==> src/rtl/swrst_pkg.sv <==
package swrst_pkg;

  // Strobes from address decode to the storage datapath
  typedef struct packed {
    logic wrHit;   // write accepted at the register offset
    logic rdHit;   // read address selects the register
  } rstStrobe_t;

endpackage

==> src/rtl/swrst_ctrl.sv <==
module swrst_ctrl
  import swrst_pkg::*;
#(
  parameter int ADDR_W   = 8,
  parameter int REG_OFFS = 'h30
) (
  input  logic [ADDR_W-1:0] busAddr,
  input  logic              busWrEn,
  output rstStrobe_t        strobe
);

  localparam logic [ADDR_W-1:0] OFFS = ADDR_W'(REG_OFFS);

  logic addrHit;

  always_comb begin
    addrHit       = (busAddr == OFFS);
    strobe.rdHit  = addrHit;
    strobe.wrHit  = addrHit && busWrEn;
  end

  // a write strobe never leaves the decoder for a foreign address
  always_comb begin
    a_r5_wr_decode: assert (!(strobe.wrHit && (busAddr != OFFS)));
  end

endmodule

==> src/rtl/swrst_dp.sv <==
module swrst_dp
  import swrst_pkg::*;
#(
  parameter int N_LINES = 32
) (
  input  logic               clk,
  input  logic               rstN,
  input  rstStrobe_t         strobe,
  input  logic [N_LINES-1:0] wrData,
  input  logic [N_LINES-1:0] clrMask,
  input  logic [N_LINES-1:0] setMask,
  output logic [N_LINES-1:0] lines,
  output logic [N_LINES-1:0] rdData
);

  // One storage cell per reset line
  for (genvar i = 0; i < N_LINES; i++) begin : g_line
    logic baseBit;
    logic nextBit;
    logic cellQ;

    always_comb begin
      baseBit = strobe.wrHit ? wrData[i] : cellQ;
      nextBit = (baseBit | setMask[i]) & ~clrMask[i];
    end

    always_ff @(posedge clk or negedge rstN) begin
      if (!rstN) cellQ <= 1'b0;
      else       cellQ <= nextBit;
    end

    assign lines[i] = cellQ;
  end

  assign rdData = strobe.rdHit ? lines : '0;

  // cleared lines are 0 after the edge
  a_r7_clr_forces_low: assert property (@(posedge clk) disable iff (!rstN)
    (clrMask != '0) |=> ((lines & $past(clrMask)) == '0));

  // set-only lines are 1 after the edge
  a_r8_set_forces_high: assert property (@(posedge clk) disable iff (!rstN)
    (setMask != '0) |=> ((lines & $past(setMask & ~clrMask)) == $past(setMask & ~clrMask)));

  // plain write loads the data word
  a_r4_write_loads: assert property (@(posedge clk) disable iff (!rstN)
    (strobe.wrHit && clrMask == '0 && setMask == '0) |=> (lines == $past(wrData)));

  // idle cycle keeps the word
  a_r10_idle_holds: assert property (@(posedge clk) disable iff (!rstN)
    (!strobe.wrHit && clrMask == '0 && setMask == '0) |=> $stable(lines));

endmodule

==> src/rtl/swrst_reg.sv <==
module swrst_reg
  import swrst_pkg::*;
#(
  parameter int ADDR_W   = 8,
  parameter int N_LINES  = 32,
  parameter int REG_OFFS = 'h30
) (
  input  logic               clk,
  input  logic               rstN,
  input  logic [ADDR_W-1:0]  busAddr,
  input  logic               busWrEn,
  input  logic [N_LINES-1:0] busWrData,
  output logic [N_LINES-1:0] busRdData,
  input  logic [N_LINES-1:0] seqClrMask,
  input  logic [N_LINES-1:0] seqSetMask,
  output logic [N_LINES-1:0] subsysRstN
);

  localparam logic [ADDR_W-1:0] OFFS = ADDR_W'(REG_OFFS);

  rstStrobe_t strobe;

  swrst_ctrl #(
    .ADDR_W  (ADDR_W),
    .REG_OFFS(REG_OFFS)
  ) u_ctrl (
    .busAddr(busAddr),
    .busWrEn(busWrEn),
    .strobe (strobe)
  );

  swrst_dp #(
    .N_LINES(N_LINES)
  ) u_dp (
    .clk    (clk),
    .rstN   (rstN),
    .strobe (strobe),
    .wrData (busWrData),
    .clrMask(seqClrMask),
    .setMask(seqSetMask),
    .lines  (subsysRstN),
    .rdData (busRdData)
  );

  // a read at the offset shows exactly what drives the outputs
  a_r3_read_matches: assert property (@(posedge clk) disable iff (!rstN)
    (busAddr == OFFS) |-> (busRdData == subsysRstN));

  // any other offset reads as zero
  a_r5_miss_reads_zero: assert property (@(posedge clk) disable iff (!rstN)
    (busAddr != OFFS) |-> (busRdData == '0));

endmodule

==> config.mk <==
export PLATFORM = sky130hd
export DESIGN_NAME = swrst_reg
export DESIGN_NICKNAME = d
export VERILOG_FILES = /design/src/rtl/swrst_pkg.sv /design/src/rtl/swrst_ctrl.sv /design/src/rtl/swrst_dp.sv /design/src/rtl/swrst_reg.sv
export SDC_FILE = /design/constraint.sdc
export NUM_CORES = 1
export LEC_CHECK = 0
export BUFFER_PORTS_ARGS = -buffer_cell sky130_fd_sc_hd__buf_2
export CAP_MARGIN = 10
export CORE_AREA = 3 3 87 89
export CTS_CLUSTER_SIZE = 8
export DETAILED_ROUTE_END_ITERATION = 10
export DIE_AREA = 0 0 90 92
export PLACE_DENSITY = 0.7
export SLEW_MARGIN = 20
export SYNTH_ARGS = -nofsm -noshare
export SYNTH_HDL_FRONTEND = slang
export SYNTH_SLANG_ARGS = --single-unit
==> constraint.sdc <==
create_clock -name clk -period 2.2 [get_ports clk]
set_input_delay 0.44 -clock clk [delete_from_list [all_inputs] [get_ports clk]]
set_output_delay 0.44 -clock clk [all_outputs]
set_load 0.05 [all_outputs]
==> impl_metrics.env, run 1 <==
export IMPL_clock_sinks=32
export IMPL_portBuffers=170
export IMPL_antenna_cells=0
export IMPL_p_leak_nw=1.60
export IMPL_critPathMostFrequentCell="buf_2"
export IMPL_cp_slowest_cell="nor4_4"
export IMPL_placed_cell_area_um2=2920
export IMPL_initial_utilization=0.322
export IMPL_setup_viol=0
export IMPL_firstDrtPassIters=4
export IMPL_grt_pass1_vias=2152
export IMPL_outcome="complete, no violations"
export IMPL_largest_register="u_dp.g_line.cellQ"
export IMPL_nFillCells=699
export IMPL_nets=454
export IMPL_antenna_left=0
export IMPL_routed_wl_um=6470
export IMPL_synth_fp_nets=324
export IMPL_irDropWorstVdd_mv=0.187
export IMPL_area_growth_pct=36.2
export IMPL_viasPerCell=5.02
export IMPL_routedWlPerCell_um=14.6
export IMPL_ys_seq_elements=32
export IMPL_dr_total_vias=2226
export IMPL_clk_pin_slew_worst_paths_ps=70
export IMPL_antenna_found_initial=0
export IMPL_clock_path_buffers=2
export IMPL_largest_reg_flops=32
export IMPL_ctsResizeCount=0
export IMPL_synth_area_leaders="dfrtp_1 36%, a211oi_2 17%, a311oi_1 13%"
export IMPL_synth_cell_types=12
export IMPL_cp_top_family="buffers and inverters"
export IMPL_yosysTopAreaCellShare=0.364
export IMPL_yosysTopAreaCell="dfrtp_1"
export IMPL_crit_required_ps=1760
export IMPL_crit_chain="buf_2, nor4_4, buf_12, and3_1, buf_2"
export IMPL_cts_buffers=5
export IMPL_dieWidth_um=90
export IMPL_top_level_ports=171
export IMPL_synth_most_common_cell="buf_4"
export IMPL_worstSetupPathType="input port to output port"
export IMPL_yosysWarnings=0
export IMPL_synth_edff_count=0
export IMPL_place_congestion=0.764
export IMPL_rows=30
export IMPL_die_area_um2=8280
export IMPL_grt_pass1_wl_um=10300
export IMPL_synthFlopType="dfrtp_1"
export IMPL_cts_htree_levels=2
export IMPL_clk_latency_ps=270
export IMPL_layout_min_cycle_time_ps=2060
export IMPL_die_h_um=92
export IMPL_period_share=0.938
export IMPL_finClkSkew_ps=0
export IMPL_cts_root_buf="clkbuf_8"
export IMPL_drtIter0Drc=72
export IMPL_crit_buf_inv=3
export IMPL_yosysSeqAreaShare=0.364
export IMPL_drv_cap=0
export IMPL_async_reset_ff_frac=1.00
export IMPL_slew_headroom=0.518
export IMPL_drv_slew=0
export IMPL_hpwl_um=4970
export IMPL_synth_avg_cell_area_um2=10.1
export IMPL_syn_cell_area_um2=2200
export IMPL_cp_start_kind="input port"
export IMPL_drive_above_1_share=0.622
export IMPL_power_density_nw_per_um2=507
export IMPL_tightestPinTransition_ps=724
export IMPL_reg_largest_list="u_dp.g_line.cellQ x32"
export IMPL_max_stage_delay_ps=410
export IMPL_hp_class="input port to async pin"
export IMPL_post_cts_buffers=0
export IMPL_synth_cells_most_frequent="37 x buf_4, 33 x and3_1, 32 x a311oi_1, 32 x dfrtp_1, 32 x nor2_1"
export IMPL_overflow=0
export IMPL_rsz0062_at_grt="no"
export IMPL_fin_tns_setup_ps=0
export IMPL_timing_fmax_mhz=485
export IMPL_cts_tree="done"
export IMPL_synthCells=217
export IMPL_worstRegToRegCells=2
export IMPL_crit_fanout=35
export IMPL_drc=0
export IMPL_grt_max_degree=36
export IMPL_grt_use_total=0.149
export IMPL_final_area_um2=3000
export IMPL_hold_viol=0
export IMPL_end_kind="output port"
export IMPL_final_util=0.439
export IMPL_cts_hold_buf=0
export IMPL_fp_coreArea_um2=6830
export IMPL_crit_cells=5
export IMPL_arrival_ps=1620
[layout make-up]
class / count / area, um^2 / share of cell area
Clock buffer: 6 / 72.6 / 0.0242
Clock inverter: 1 / 5.00 / 0.00167
Multi-Input combinational cell: 131 / 1030 / 0.344
Sequential cell: 32 / 801 / 0.267
Tap cell: 96 / 120 / 0.0401
Timing Repair Buffer: 177 / 966 / 0.322
[cell families (layout without fill, tap and decap cells)]
kind of cell | Yosys count | in the layout | share of synthesized area
AND/OR/NAND/NOR | 67 | 67 | 0.160
AO/OA/AOI/OAI | 64 | 64 | 0.305
buffers and inverters | 54 | 184 | 0.171
flip-flops | 32 | 32 | 0.364
[layout by cell type, fill, tap and decap left out]
| master | netlist | final |
|---|---|---|
| buf_2 | 10 | 170 |
| and3_1 | 33 | 32 |
| nor2_1 | 32 | 32 |
| a311oi_1 | 32 | 32 |
| dfrtp_1 | 32 | 32 |
| a211oi_2 | 30 | 30 |
| clkbuf_8 | 0 | 5 |
| buf_12 | 0 | 5 |
| a211oi_1 | 2 | 2 |
| buf_4 | 37 | 2 |
| nor4_4 | 0 | 1 |
| and4bb_2 | 0 | 1 |
| and3_2 | 0 | 1 |
| clkinv_2 | 0 | 1 |
| clkbuf_1 | 4 | 1 |
[power breakdown]
part / internal, W / total [W] / switching (W)
clock: 0.000215 / 0.000420 / 0.000205
combinational: 0.000154 / 0.000439 / 0.000285
sequential: 0.000629 / 0.000659 / 0.0000304
[final timing paths]
kind                                                    to                            start  slack (ps)
min in group clk           u_dp.g_line[13].cellQ$_DFF_PN0_                   seqClrMask[13]         310
max in group asynchronous  u_dp.g_line[27].cellQ$_DFF_PN0_                             rstN        1520
min                        u_dp.g_line[15].cellQ$_DFF_PN0_                             rstN         220
max                                          busRdData[24]                       busAddr[3]         140
min reg2reg                u_dp.g_line[20].cellQ$_DFF_PN0_  u_dp.g_line[20].cellQ$_DFF_PN0_         630
max reg2reg                u_dp.g_line[24].cellQ$_DFF_PN0_  u_dp.g_line[24].cellQ$_DFF_PN0_        1300
[stage by stage]
stage | hold WS [ps] | instances | total power, W | worst slack (ps)
finish | 217 | 443 | 0.00152 | 137
global route | 266 | 443 | 0.00161 | 37.8
CTS | 247 | 443 | 0.00155 | 130
detailed placement | 556 | 436 | 0.00111 | 130
global placement | 543 | 436 | 0.00110 | 147
floorplan | 144 | 217 | 0.000983 | 236
[per-layer routing]
layer | wire length, um | vias up | GRT usage
met1 | 2650 | 1046 | 0.182
met3 | 622 | 10 | 0.0492
li1 | - | 1055 | -
met2 | 3090 | 115 | 0.250
met5 | 0 | - | 0
met4 | 105 | 0 | 0.0459
[worst register-to-register path, cell delays in order, from the launching register on]
cell and delay, ps:
dfrtp_1 390, a311oi_1 310, a211oi_2 80
No activity file was read; power rests on OpenSTA's default activity.
==> run 2, diff against run 1 <==
--- a/config.mk
+++ b/config.mk
@@ -12,6 +12,7 @@
 export DETAILED_ROUTE_END_ITERATION = 10
 export DIE_AREA = 0 0 90 92
 export PLACE_DENSITY = 0.7
+export REMOVE_ABC_BUFFERS = 1
 export SLEW_MARGIN = 20
 export SYNTH_ARGS = -nofsm -noshare
 export SYNTH_HDL_FRONTEND = slang
==> impl_metrics.env, run 2 (synthesized netlist as in run 1, its figures left out) <==
export IMPL_outcome="complete, no violations"
export IMPL_setup_ws_ps=104
export IMPL_slew_headroom=0.514
export IMPL_cp_top_family="buffers and inverters"
export IMPL_cts_buffers=5
export IMPL_nFillCells=696
export IMPL_dp_cells=433
export IMPL_drtIter0Drc=63
export IMPL_grt_use_total=0.149
export IMPL_grt_pass1_vias=2193
export IMPL_layout_min_cycle_time_ps=2100
export IMPL_drv_slew=0
export IMPL_setup_viol=0
export IMPL_grt_pass1_wl_um=10300
export IMPL_finClkSkew_ps=0
export IMPL_worstSetupPathType="input port to output port"
export IMPL_p_leak_nw=1.58
export IMPL_overflow=0
export IMPL_end_kind="output port"
export IMPL_reg_largest_list="u_dp.g_line.cellQ x32"
export IMPL_clock_path_buffers=2
export IMPL_cp_start_kind="input port"
export IMPL_largest_register="u_dp.g_line.cellQ"
export IMPL_die_h_um=92
export IMPL_dr_total_vias=2178
export IMPL_crit_chain="buf_2, nor4_4, buf_12, and3_1, buf_2"
export IMPL_post_cts_buffers=0
export IMPL_fp_coreArea_um2=6830
export IMPL_rsz0062_at_grt="no"
export IMPL_arrival_ps=1660
export IMPL_ctsResizeCount=0
export IMPL_routed_wl_um=6420
export IMPL_power_density_nw_per_um2=522
export IMPL_tightestPinTransition_ps=729
export IMPL_largest_reg_flops=32
export IMPL_antenna_left=0
export IMPL_hp_class="input port to async pin"
export IMPL_viasPerCell=4.94
export IMPL_initial_utilization=0.322
export IMPL_timing_fmax_mhz=477
export IMPL_hold_viol=0
export IMPL_clk_pin_slew_worst_paths_ps=60
export IMPL_final_cells=441
export IMPL_cts_hold_buf=0
export IMPL_critPathMostFrequentCell="buf_2"
export IMPL_nets=451
export IMPL_max_stage_delay_ps=310
export IMPL_cts_tree="done"
export IMPL_place_ws_ps=109
export IMPL_crit_required_ps=1760
export IMPL_crit_buf_inv=3
export IMPL_portBuffers=170
export IMPL_crit_fanout=65
export IMPL_clock_sinks=32
export IMPL_cts_htree_levels=2
export IMPL_final_util=0.435
export IMPL_antenna_found_initial=0
export IMPL_antenna_cells=0
export IMPL_drive_above_1_share=0.617
export IMPL_firstDrtPassIters=4
export IMPL_die_area_um2=8280
export IMPL_top_level_ports=171
export IMPL_place_congestion=0.755
export IMPL_hpwl_um=4590
export IMPL_routedWlPerCell_um=14.6
export IMPL_period_share=0.953
export IMPL_rows=30
export IMPL_drv_cap=0
export IMPL_grt_max_degree=66
export IMPL_cts_root_buf="clkbuf_8"
export IMPL_cp_slowest_cell="nor4_4"
export IMPL_final_cell_mix="170 x buf_2, 32 x and3_1, 32 x nor2_1, 32 x a311oi_1, 32 x dfrtp_1"
export IMPL_area_growth_pct=35.2
export IMPL_final_common_cell="buf_2"
export IMPL_clk_latency_ps=270
export IMPL_dieWidth_um=90
export IMPL_drc=0
export IMPL_irDropWorstVdd_mv=0.172
## run 2: where the power goes
group / total (W) / switching, W / internal (W)
Clock: 0.000460 / 0.000205 / 0.000255
Sequential: 0.000657 / 0.0000280 / 0.000629
Combinational: 0.000435 / 0.000283 / 0.000151
Total: 0.00155 / 0.000516 / 0.00104
## run 2: through the flow
stage / setup TNS [ps] / total power (W) / cell area [um^2] / hold slack, ps
3_5_place_dp: 0 / 0.00111 / 2880 / 554
3_3_place_gp: 0 / 0.00110 / 2880 / 548
6_report: 0 / 0.00155 / 2970 / 221
2_1_floorplan: -118550 / 0.000905 / 1820 / 144
5_1_grt: 0 / 0.00164 / 2970 / 278
4_1_cts: 0 / 0.00158 / 2970 / 249
## run 2: final timing paths
check,endpoint,slack (ps),depth (start not counted),startpoint
worst min-delay path,u_dp.g_line[9].cellQ$_DFF_PN0_,220,1,rstN
worst max-delay path,busRdData[17],100,5,busAddr[3]
worst max register to register,u_dp.g_line[31].cellQ$_DFF_PN0_,1310,2,u_dp.g_line[31].cellQ$_DFF_PN0_
max in group asynchronous,u_dp.g_line[6].cellQ$_DFF_PN0_,1510,1,rstN
min in group clk,u_dp.g_line[10].cellQ$_DFF_PN0_,310,2,seqClrMask[10]
worst min register to register,u_dp.g_line[1].cellQ$_DFF_PN0_,640,2,u_dp.g_line[1].cellQ$_DFF_PN0_
## run 2: cell type report
cell class	instances	area [um^2]	area share
Multi-Input combinational cell	131	1030	0.347
Timing Repair Buffer	174	931	0.313
Sequential cell	32	801	0.269
Tap cell	96	120	0.0404
Clock buffer	8	90.1	0.0303
## run 2: routing by layer
| metal | global-route usage | share of wire | vias up |
|---|---|---|---|
| met5 | 0 | 0 | - |
| met4 | 0.0332 | 0.0084 | 0 |
| met3 | 0.0435 | 0.078 | 6 |
| met2 | 0.261 | 0.51 | 101 |
| met1 | 0.181 | 0.41 | 1021 |
| li1 | - | - | 1050 |
